File: src/rtl/crm_pkg.sv
package crm_pkg;

  typedef enum logic [3:0] {
    ST_IDLE,
    ST_STOP,
    ST_WLOW,
    ST_RUN,
    ST_WHIGH,
    ST_CAP,
    ST_END,
    ST_DECIDE,
    ST_DIV,
    ST_ABORT,
    ST_FIN
  } crmState_e;

  typedef struct packed {
    logic capShort;
    logic capLong;
    logic divStart;
    logic loadRate;
    logic loadZero;
  } dpStrobe_t;

endpackage

File: src/rtl/crm_divider.sv
module crm_divider #(
  parameter int NUM_W = 52,
  parameter int DEN_W = 20,
  parameter int QUO_W = 32
) (
  input  logic             clk,
  input  logic             rstN,
  input  logic             start,
  input  logic [NUM_W-1:0] dividend,
  input  logic [DEN_W-1:0] divisor,
  output logic [QUO_W-1:0] quotient,
  output logic             finish
);
  localparam int CNT_W = $clog2(NUM_W + 1);

  logic [NUM_W-1:0] acc;
  logic [DEN_W-1:0] rem;
  logic [CNT_W-1:0] stepsLeft;
  logic [DEN_W:0]   shifted;
  logic [DEN_W:0]   trial;
  logic             fits;

  assign shifted = {rem, acc[NUM_W-1]};
  assign trial   = shifted - {1'b0, divisor};
  assign fits    = shifted >= {1'b0, divisor};

  always_ff @(posedge clk or negedge rstN) begin
    if (!rstN) begin
      acc       <= '0;
      rem       <= '0;
      stepsLeft <= '0;
      finish    <= 1'b0;
    end else begin
      finish <= 1'b0;
      if (start) begin
        acc       <= dividend;
        rem       <= '0;
        stepsLeft <= CNT_W'(NUM_W);
      end else if (stepsLeft != '0) begin
        rem       <= fits ? trial[DEN_W-1:0] : shifted[DEN_W-1:0];
        acc       <= {acc[NUM_W-2:0], fits};
        stepsLeft <= stepsLeft - 1'b1;
        finish    <= (stepsLeft == CNT_W'(1));
      end
    end
  end

  assign quotient = acc[QUO_W-1:0];

  AST_REM_BELOW_DIVISOR: assert property (@(posedge clk) disable iff (!rstN)
    (stepsLeft != '0) |-> (rem < divisor));

endmodule

File: src/rtl/crm_ctrl.sv
module crm_ctrl
  import crm_pkg::*;
#(
  parameter int          TICK_W      = 17,
  parameter logic [TICK_W-1:0] SHORT_TICKS = 17'h01000,
  parameter logic [TICK_W-1:0] LONG_TICKS  = 17'h10000,
  parameter int          TIMEOUT_CYC = 100000
) (
  input  logic              clk,
  input  logic              rstN,
  input  logic              start,
  input  logic              cntDone,
  input  logic              countsEqual,
  input  logic              divFinish,
  output dpStrobe_t         stb,
  output logic              ctlWr,
  output logic              ctlRun,
  output logic [TICK_W-1:0] ctlTicks,
  output logic              refEn,
  output logic              busy,
  output logic              done,
  output logic              clkOff,
  output logic              timedOut
);
  localparam int TMO_W = $clog2(TIMEOUT_CYC + 1);

  crmState_e       state, nxt;
  logic            winLong;
  logic [TMO_W-1:0] tmoCnt;
  logic            tmoHit;
  logic            waiting;

  assign waiting = (state == ST_WLOW) || (state == ST_WHIGH);
  assign tmoHit  = (tmoCnt == TMO_W'(TIMEOUT_CYC - 1));

  always_comb begin
    nxt    = state;
    stb    = '0;
    ctlWr  = 1'b0;
    ctlRun = 1'b0;
    unique case (state)
      ST_IDLE:   if (start) nxt = ST_STOP;
      ST_STOP:   begin ctlWr = 1'b1; nxt = ST_WLOW; end
      ST_WLOW: begin
        if (!cntDone)    nxt = ST_RUN;
        else if (tmoHit) nxt = ST_ABORT;
      end
      ST_RUN:    begin ctlWr = 1'b1; ctlRun = 1'b1; nxt = ST_WHIGH; end
      ST_WHIGH: begin
        if (cntDone)     nxt = ST_CAP;
        else if (tmoHit) nxt = ST_ABORT;
      end
      ST_CAP: begin
        stb.capShort = !winLong;
        stb.capLong  = winLong;
        nxt          = ST_END;
      end
      ST_END:    begin ctlWr = 1'b1; nxt = winLong ? ST_DECIDE : ST_STOP; end
      ST_DECIDE: begin
        if (countsEqual) begin stb.loadZero = 1'b1; nxt = ST_FIN; end
        else             begin stb.divStart = 1'b1; nxt = ST_DIV; end
      end
      ST_DIV:    if (divFinish) begin stb.loadRate = 1'b1; nxt = ST_FIN; end
      ST_ABORT:  begin ctlWr = 1'b1; stb.loadZero = 1'b1; nxt = ST_FIN; end
      ST_FIN:    nxt = ST_IDLE;
      default:   nxt = ST_IDLE;
    endcase
  end

  always_ff @(posedge clk or negedge rstN) begin
    if (!rstN) begin
      state    <= ST_IDLE;
      tmoCnt   <= '0;
      winLong  <= 1'b0;
      refEn    <= 1'b0;
      clkOff   <= 1'b0;
      timedOut <= 1'b0;
    end else begin
      state <= nxt;
      if (nxt != state)  tmoCnt <= '0;
      else if (waiting)  tmoCnt <= tmoCnt + 1'b1;
      if (state == ST_IDLE && start) begin
        refEn    <= 1'b1;
        winLong  <= 1'b0;
        clkOff   <= 1'b0;
        timedOut <= 1'b0;
      end
      if (state == ST_END && !winLong) winLong <= 1'b1;
      if ((state == ST_END && winLong) || state == ST_ABORT) refEn <= 1'b0;
      if (state == ST_DECIDE && countsEqual) clkOff <= 1'b1;
      if (nxt == ST_ABORT && state != ST_ABORT) timedOut <= 1'b1;
    end
  end

  assign ctlTicks = winLong ? LONG_TICKS : SHORT_TICKS;
  assign busy     = (state != ST_IDLE);
  assign done     = (state == ST_FIN);

  AST_RUN_AFTER_LOW: assert property (@(posedge clk) disable iff (!rstN)
    (ctlWr && ctlRun) |-> $past(!cntDone));
  AST_REF_DURING_RUN: assert property (@(posedge clk) disable iff (!rstN)
    (ctlWr && ctlRun) |-> refEn);
  AST_REF_OFF_AT_DONE: assert property (@(posedge clk) disable iff (!rstN)
    done |-> !refEn);
  AST_START_IGNORED: assert property (@(posedge clk) disable iff (!rstN)
    (busy && !done && start) |=> busy);
  AST_DONE_SINGLE: assert property (@(posedge clk) disable iff (!rstN)
    done |=> !done);
  AST_ABORT_STOPS: assert property (@(posedge clk) disable iff (!rstN)
    $rose(timedOut) |-> (ctlWr && !ctlRun));

endmodule

File: src/rtl/crm_dpath.sv
module crm_dpath
  import crm_pkg::*;
#(
  parameter int CNT_W     = 25,
  parameter int DIV_W     = 8,
  parameter int QUO_W     = 32,
  parameter int REF_HZ    = 4800000,
  parameter int TICK_BIAS = 15,
  parameter int DIVISOR   = 655395
) (
  input  logic                     clk,
  input  logic                     rstN,
  input  dpStrobe_t                stb,
  input  logic [CNT_W-1:0]         cntCount,
  input  logic [DIV_W-1:0]         postDiv,
  input  logic [DIV_W-1:0]         preDiv,
  output logic                     countsEqual,
  output logic                     divFinish,
  output logic [QUO_W+2*DIV_W-1:0] rateHz
);
  localparam int RATE_W = QUO_W + 2 * DIV_W;
  localparam int NUM_W  = CNT_W + 4 + $clog2(REF_HZ + 1);
  localparam int DEN_W  = $clog2(DIVISOR + 1);

  logic [CNT_W-1:0]  shortCnt, longCnt;
  logic [NUM_W-1:0]  numer;
  logic [QUO_W-1:0]  quo;
  logic [DIV_W-1:0]  preEff;
  logic [RATE_W-1:0] scaled;

  assign numer = (NUM_W'(longCnt) * NUM_W'(10) + NUM_W'(TICK_BIAS)) * NUM_W'(REF_HZ);

  crm_divider #(.NUM_W(NUM_W), .DEN_W(DEN_W), .QUO_W(QUO_W)) uDiv (
    .clk      (clk),
    .rstN     (rstN),
    .start    (stb.divStart),
    .dividend (numer),
    .divisor  (DEN_W'(DIVISOR)),
    .quotient (quo),
    .finish   (divFinish)
  );

  assign preEff = (preDiv != '0) ? preDiv : DIV_W'(1);
  assign scaled = RATE_W'(quo) * RATE_W'(postDiv) * RATE_W'(preEff);
  assign countsEqual = (shortCnt == longCnt);

  always_ff @(posedge clk or negedge rstN) begin
    if (!rstN) begin
      shortCnt <= '0;
      longCnt  <= '0;
      rateHz   <= '0;
    end else begin
      if (stb.capShort) shortCnt <= cntCount;
      if (stb.capLong)  longCnt  <= cntCount;
      if (stb.loadZero)      rateHz <= '0;
      else if (stb.loadRate) rateHz <= scaled;
    end
  end

  AST_ONE_CAPTURE: assert property (@(posedge clk) disable iff (!rstN)
    !(stb.capShort && stb.capLong));
  AST_ONE_LOAD: assert property (@(posedge clk) disable iff (!rstN)
    !(stb.loadZero && stb.loadRate));

endmodule

File: src/rtl/clk_rate_meter.sv
module clk_rate_meter
  import crm_pkg::*;
#(
  parameter int CNT_W       = 25,
  parameter int TICK_W      = 17,
  parameter int SHORT_TICKS = 'h01000,
  parameter int LONG_TICKS  = 'h10000,
  parameter int REF_HZ      = 4800000,
  parameter int TICK_BIAS   = 15,
  parameter int WIN_BIAS    = 35,
  parameter int DIV_W       = 8,
  parameter int QUO_W       = 32,
  parameter int TIMEOUT_CYC = 100000
) (
  input  logic                     clk,
  input  logic                     rstN,
  input  logic                     start,
  input  logic [DIV_W-1:0]         postDiv,
  input  logic [DIV_W-1:0]         preDiv,
  input  logic                     cntDone,
  input  logic [CNT_W-1:0]         cntCount,
  output logic                     ctlWr,
  output logic                     ctlRun,
  output logic [TICK_W-1:0]        ctlTicks,
  output logic                     refEn,
  output logic                     busy,
  output logic                     done,
  output logic [QUO_W+2*DIV_W-1:0] rateHz,
  output logic                     clkOff,
  output logic                     timedOut
);
  localparam int DIVISOR = LONG_TICKS * 10 + WIN_BIAS;

  dpStrobe_t stb;
  logic      countsEqual;
  logic      divFinish;

  crm_ctrl #(
    .TICK_W      (TICK_W),
    .SHORT_TICKS (TICK_W'(SHORT_TICKS)),
    .LONG_TICKS  (TICK_W'(LONG_TICKS)),
    .TIMEOUT_CYC (TIMEOUT_CYC)
  ) uCtrl (
    .clk         (clk),
    .rstN        (rstN),
    .start       (start),
    .cntDone     (cntDone),
    .countsEqual (countsEqual),
    .divFinish   (divFinish),
    .stb         (stb),
    .ctlWr       (ctlWr),
    .ctlRun      (ctlRun),
    .ctlTicks    (ctlTicks),
    .refEn       (refEn),
    .busy        (busy),
    .done        (done),
    .clkOff      (clkOff),
    .timedOut    (timedOut)
  );

  crm_dpath #(
    .CNT_W     (CNT_W),
    .DIV_W     (DIV_W),
    .QUO_W     (QUO_W),
    .REF_HZ    (REF_HZ),
    .TICK_BIAS (TICK_BIAS),
    .DIVISOR   (DIVISOR)
  ) uDpath (
    .clk         (clk),
    .rstN        (rstN),
    .stb         (stb),
    .cntCount    (cntCount),
    .postDiv     (postDiv),
    .preDiv      (preDiv),
    .countsEqual (countsEqual),
    .divFinish   (divFinish),
    .rateHz      (rateHz)
  );

  AST_OFF_MEANS_ZERO: assert property (@(posedge clk) disable iff (!rstN)
    (done && clkOff) |-> (rateHz == '0));
  AST_RESULT_HELD: assert property (@(posedge clk) disable iff (!rstN)
    (!busy && !start) |=> $stable(rateHz));

endmodule

File: config.mk
export PLATFORM = sky130hd
export DESIGN_NAME = clk_rate_meter
export DESIGN_NICKNAME = d
export VERILOG_FILES = /design/src/rtl/crm_pkg.sv /design/src/rtl/crm_divider.sv /design/src/rtl/crm_ctrl.sv /design/src/rtl/crm_dpath.sv /design/src/rtl/clk_rate_meter.sv
export SDC_FILE = /design/constraint.sdc
export NUM_CORES = 2
export LEC_CHECK = 0
export ABC_AREA = 1
export BUFFER_PORTS_ARGS = -buffer_cell sky130_fd_sc_hd__buf_2
export CAP_MARGIN = 40
export CORE_ASPECT_RATIO = 1.5
export CORE_MARGIN = 2
export CORE_UTILIZATION = 51
export CTS_CLUSTER_SIZE = 16
export DETAILED_ROUTE_END_ITERATION = 8
export PLACE_DENSITY_LB_ADDON = 0.2
export SYNTH_ARGS = -nofsm -noshare
export SYNTH_HDL_FRONTEND = slang
export SYNTH_SLANG_ARGS = --single-unit
export TNS_END_PERCENT = 5
File: constraint.sdc
create_clock -name clk -period 8.9 [get_ports clk]
set_clock_uncertainty 0.1 [all_clocks]
set_input_delay 0.89 -clock clk [delete_from_list [all_inputs] [get_ports clk]]
set_output_delay 0.89 -clock clk [all_outputs]
set_load 0.01 [all_outputs]
* After elaboration in Yosys (flattened, before gate mapping) *
Cells that the tools add are included.

operators by class
  add/sub/neg operators = 4
  $mul = 4
  divide/modulo/power cells = 0
  order comparisons = 1
  equal/unequal tests = 16
  shift operators = 0
  mux-type cells = 38
  bitwise operators = 0
  reductions and logical operators = 20

operator list
  kind                    number
  $mux 52                 2
  $mux 48                 2
  $mux 20                 3
  $mul 52x14->43 const B  1
  $mux 17                 3
  $mul 40x8->48           1
  $mul 32x8->40           1
  $pmux 4 s10             1
  $add 29x4->30 const B   1
  $mul 25x3->28 const B   1
  $eq 25x25->1            1
  $ge 21x20->1 const B    1
  $mux 4                  5
  $sub 20x20->20 const B  1
  $add 17x1->17 const B   1
  $eq 17x17->1 const B    1
  $eq 4x3->1 const B      4
  $eq 4x4->1 const B      4
  $mux 1                  15
  $reduce_bool 2->1       7
  $mux 6                  2
  $eq 4x2->1 const B      2
  $mux 8                  1
  $reduce_bool 8->1       1
  15 further kinds        21

word-level totals
  register bits = 202
  latch bits = 0
  memory bits (writable) = 0
  bits in read-only memories = 0
  input bits = 45
  output and inout port bits = 72
  logic and storage cells = 96
  memories kept = 0

* Depth between registers and ports, before layout *
  depth after elaboration = 7
  depth in mapped cells = 45
  mapped depth without buffers = 44

* Hierarchy *
From an unflattened synthesis, not the netlist that was laid out.

unflattened totals
  cell total of the unflattened synthesis = 5551
  area, all modules = 40759.1 um^2

modules (own cells, without submodules)
  module       times used  cells an instance  area each (um^2)  sequential area each (um^2)
  crm_dpath    1           4591               33676.0           2452.4
  crm_divider  1           718                5285.1            1976.9
  crm_ctrl     1           242                1798.0            625.6

* Worst setup path before layout *
Ideal clock, no wire load.

  path type = input port to flip-flop
  start point = input postDiv[2]
  end point = register uDpath.rateHz[31]
  setup time = 118 ps
  data arrival time = 8447 ps
  required time = 8682 ps
  path slack = 235 ps
  cell stages on the path = 36
  cell sequence = clkbuf_1 -> nand2_1 -> fa_1 -> fa_1 -> inv_1 -> fa_1 -> inv_1 -> fa_1 -> inv_1 -> ha_1 -> nand2_1 -> o21ai_0 -> nand2_1 -> nand2_1 -> nand2_1 -> nand2_1 -> a21oi_1 -> o21ai_0 -> xnor2_1 -> nor2_1 -> fa_1 -> fa_1 -> fa_1 -> inv_1 -> fa_1 -> inv_1 -> ha_1 -> a21o_1 -> nor2_1 -> a21boi_0 -> o21ai_0 -> inv_1 -> nand2_1 -> or2_2 -> nand3_1 -> nand2_1

on the way
  longest elaborated chain between the ends = 4

ends and longest elaborated chain
  item                    line                  source
  start: declaration      clk_rate_meter.sv:18  input logic [DIV_W-1:0] postDiv,
  $mul 32x8->40           crm_dpath.sv:44       assign scaled = RATE_W'(quo) * RATE_W'(postDiv) * RATE_W'(preEff);
  $mul 40x8->48           crm_dpath.sv:44
  $mux 48                 crm_dpath.sv:56       else if (stb.loadRate) rateHz <= scaled;
  $mux 48                 crm_dpath.sv:55       if (stb.loadZero) rateHz <= '0;
  end signal: assignment  crm_dpath.sv:56
  end: declaration        crm_dpath.sv:19       output logic [QUO_W+2*DIV_W-1:0] rateHz

No other way between the ends. The select of a mux whose other input is x is not followed.
A chain may end at the register's enable or synchronous reset.

* Final worst setup path *
  start point = input postDiv[2]
  end point = register uDpath.rateHz[37]

The elaborated chain is that of the path after synthesis.

==> results.txt <==
- The run finished with clean final reports.
- In the final routed layout, each cell accounts on average for 17.7 um.
* Cell area after synthesis: 0.0392 mm^2
* Max Cap Viol: 0
- For this run the aggregate overflow at the end of global routing stands at 0.
- The worst pin sits at a relative slew slack of 0.416.
* Library cell occupying the most area in the post-synthesis netlist: fa_1
* Starting Density: 0.515
- The clock passes through at most 3 buffers.
- Max-slew violation total from the final report: 0
- Clock-pin slew on the worst setup and hold paths: 0.06 ns
* Number of vias in the routed layout: 36172
* Uppermost metal layer occupied by signal nets: met4
- Crit-path slowest cell: fa_2
- HP Class: in2async
- Final non-filler cell area: 0.0460 mm^2
* Detailed-route wire length on metal 1: 40900 um
- Std-Cell Rows: 124
- Die Height: 344 um
- Entering global routing, the biggest net connects 90 pins.
* Type of element capturing the critical path: flop
* Maximum fanout count along the critical path: 13
* Post-synth EDFFs: 0
* Estimated wirelength of the detail-placed design: 103000 um
* NumNets Final: 6805
* Global-route usage over all layers: 0.313
* Total Routed Length: 122000 um
- Post-Synthesis Cells: 5413
- TritonCTS built the clock tree.
- Post-synth top area share: 0.286
* Number of synthesized register bits: 202
- The number of clock buffers added by TritonCTS is 24.
- Counting stages on the worst path, the most repeated cell is fa_1.
- Detailed-route vias per instance: 5.24
- Layout overhead on the synthesized area: 17.2%
* Number of sinks driven by the clock tree: 202
- In this run the number of H-tree levels came out at 1.
* Final min period: 8.66 ns
* Count of input and output buffers: 101
- 117 I/O pins were placed.
- Die width: 230 um
- Buffers inserted to repair hold after CTS numbered 0.
- For the worst setup path, the data required time is 9.25 ns.
* Top FF cell, synth: dfrtp_1
- Setup repair after global routing missed its margin: true
* Fraction of layout cells with a size suffix above 1: 0.157
* Achievable Freq: 115 MHz
- The first routing iteration left 1508 violations.
- The number of global-route vias before repair is 38268.
- Die ar.: 0.0792 mm^2
- Mean instance size in the synthesized netlist: 7.25 um^2
* Instance area after placement: 0.0440 mm^2
- Clock latency on the worst-skew pair, taken at its later pin, is 0.57 ns.
- At the pin with the least slew margin, the transition time is 0.873 ns.
- Category of the most critical setup path: in2reg
- For this run, the number of Yosys warnings is 0.
- At the end of routability-driven placement, the weighted congestion stood at 1.04.
- Counting the fill cells in the layout gives 7225.
- Share of synthesized registers carrying an async set or reset: 1.00
* Critical Path Start Type: input pin
* Area of the placeable core: 0.0762 mm^2
- Residual DRC: 0
- Root buf cell: clkbuf_16
- Detailed-router iteration count before antenna repair: 5
- The count of final hold-check violations came to 0.
- Remaining antenna violation count: 0
- Detailed routing placed a total of 66300 um of wire on met2.
* Largest stage delay on the critical path: 0.61 ns
- Of the available clock period, the critical path in the final layout requires 0.973.
* Main area contributors after synthesis: fa_1 29%, dfrtp_1 13%, nand2_1 12%
- Global-route wire length before repair: 195000 um
- In this run, distinct cell masters in the synthesized netlist total 55.
- Setup violations remaining at the end of the flow were counted as 0.
- Routed wl met3: 3820 um
- Sequential-to-total area share from yosys stat: 0.129
- Data arrives at the worst endpoint at 9.01 ns.
* Initial antenna violation count: 2
## timing repair
action	in CTS	in global routing
endpoints found under the setup margin	18	33
pin swaps	0	55
setup buffers	0	12
gates cloned	0	4
gates resized for setup	14	264
## metal layers
metal	vias up	track usage
met1	17488	0.300
met4	0	0.232
met2	886	0.614
met3	459	0.0272
li1	17339	-
met5	-	0
## per-stage QoR
step | util | worst slack [ns] | hold slack, ns | setup TNS (ns) | cells
2_1_floorplan | - | 0.235 | 0.366 | 0 | 5434
3_3_place_gp | 0.576 | -0.809 | 0.352 | -17.05 | 6841
3_5_place_dp | 0.577 | -0.872 | 0.359 | -19.47 | 6844
4_1_cts | 0.588 | 0.000332 | 0.298 | 0 | 6887
5_1_grt | 0.604 | -0.0579 | 0.332 | -0.455 | 6904
6_report | 0.604 | 0.241 | 0.266 | 0 | 6905
## cell type report
| cell class | instances | area, um^2 | area share |
|---|---|---|---|
| antenna | 1 | 2.50 | 0.0000544 |
| clock buffer | 31 | 658 | 0.0143 |
| clock inverter | 12 | 151 | 0.00329 |
| inverter | 1218 | 4570 | 0.0994 |
| multi-input combinational | 3859 | 30000 | 0.651 |
| sequential | 202 | 5060 | 0.110 |
| tap | 1008 | 1260 | 0.0274 |
| timing repair buffer | 574 | 4330 | 0.0941 |
## cell families (layout without fill, tap and decap cells)
kind of cell	Yosys count	after routing	share of synthesized area
adder cells (fa/ha/maj)	881	881	0.388
buffers and inverters	1373	1835	0.134
AND/OR/NAND/NOR	2264	2264	0.242
AO/OA/AOI/OAI	594	594	0.0844
XOR/XNOR	97	97	0.0219
other	2	24	0.000191
flip-flops	202	202	0.129
## cells in the mapped netlist (21+ instances only)
master / instances
nand2_1: 1267
fa_1: 560
a21oi_1: 214
nor2_1: 549
nor3_1: 37
o21ai_0: 240
xor2_1: 55
dfrtp_1: 202
ha_1: 321
nand4_1: 65
clkbuf_1: 110
nand3_1: 220
buf_2: 21
o21bai_1: 24
xnor2_1: 41
inv_1: 1194
nand2_2: 36
## final timing paths
path                                     start            endpoint  slack [ns]  cells after the start
setup / recovery                    postDiv[2]   uDpath.rateHz[37]        0.24                     34
hold / removal                            rstN  uDpath.uDiv.acc[0]        0.27                      1
setup reg to reg           uDpath.uDiv.acc[11]   uDpath.rateHz[37]        0.34                     35
hold reg to reg              uDpath.rateHz[23]   uDpath.rateHz[23]        0.37                      2
max in group asynchronous                 rstN    uDpath.rateHz[3]        7.38                      2
min in group clk             uDpath.rateHz[23]   uDpath.rateHz[23]        0.37                      2
## state kept, by name, indices dropped and copies added, names as in the netlist
name	count
uDpath.uDiv.acc	52
uDpath.rateHz	48
uDpath.longCnt	25
uDpath.shortCnt	25
uDpath.uDiv.rem	20
uCtrl.tmoCnt	17
uDpath.uDiv.stepsLeft	6
uCtrl.state	4
uCtrl.clkOff	1
uCtrl.refEn	1
uCtrl.timedOut	1
uCtrl.winLong	1
uDpath.uDiv.finish	1
## placed cells by master, fill, tap and decap left out, drive strengths merged, types with 39 or more instances in the layout
cell type / instances
fa: 560
nor2: 571
nor3: 39
nand3: 235
nand2: 1307
inv: 1214
buf: 569
xor2: 56
dfrtp: 202
a21oi: 217
ha: 321
nand4: 66
o21ai: 249
xnor2: 41
## worst max-delay path, delay by kind of cell
kind	cells	cell delay [ns]
AND/OR/NAND/NOR	13	1.70
AO/OA/AOI/OAI	5	0.99
buffers and inverters	6	0.66
adder cells (fa/ha/maj)	10	4.73
Power is not shown: default switching activity piles up to over one toggle a cycle in this logic, so the estimate is an artifact.
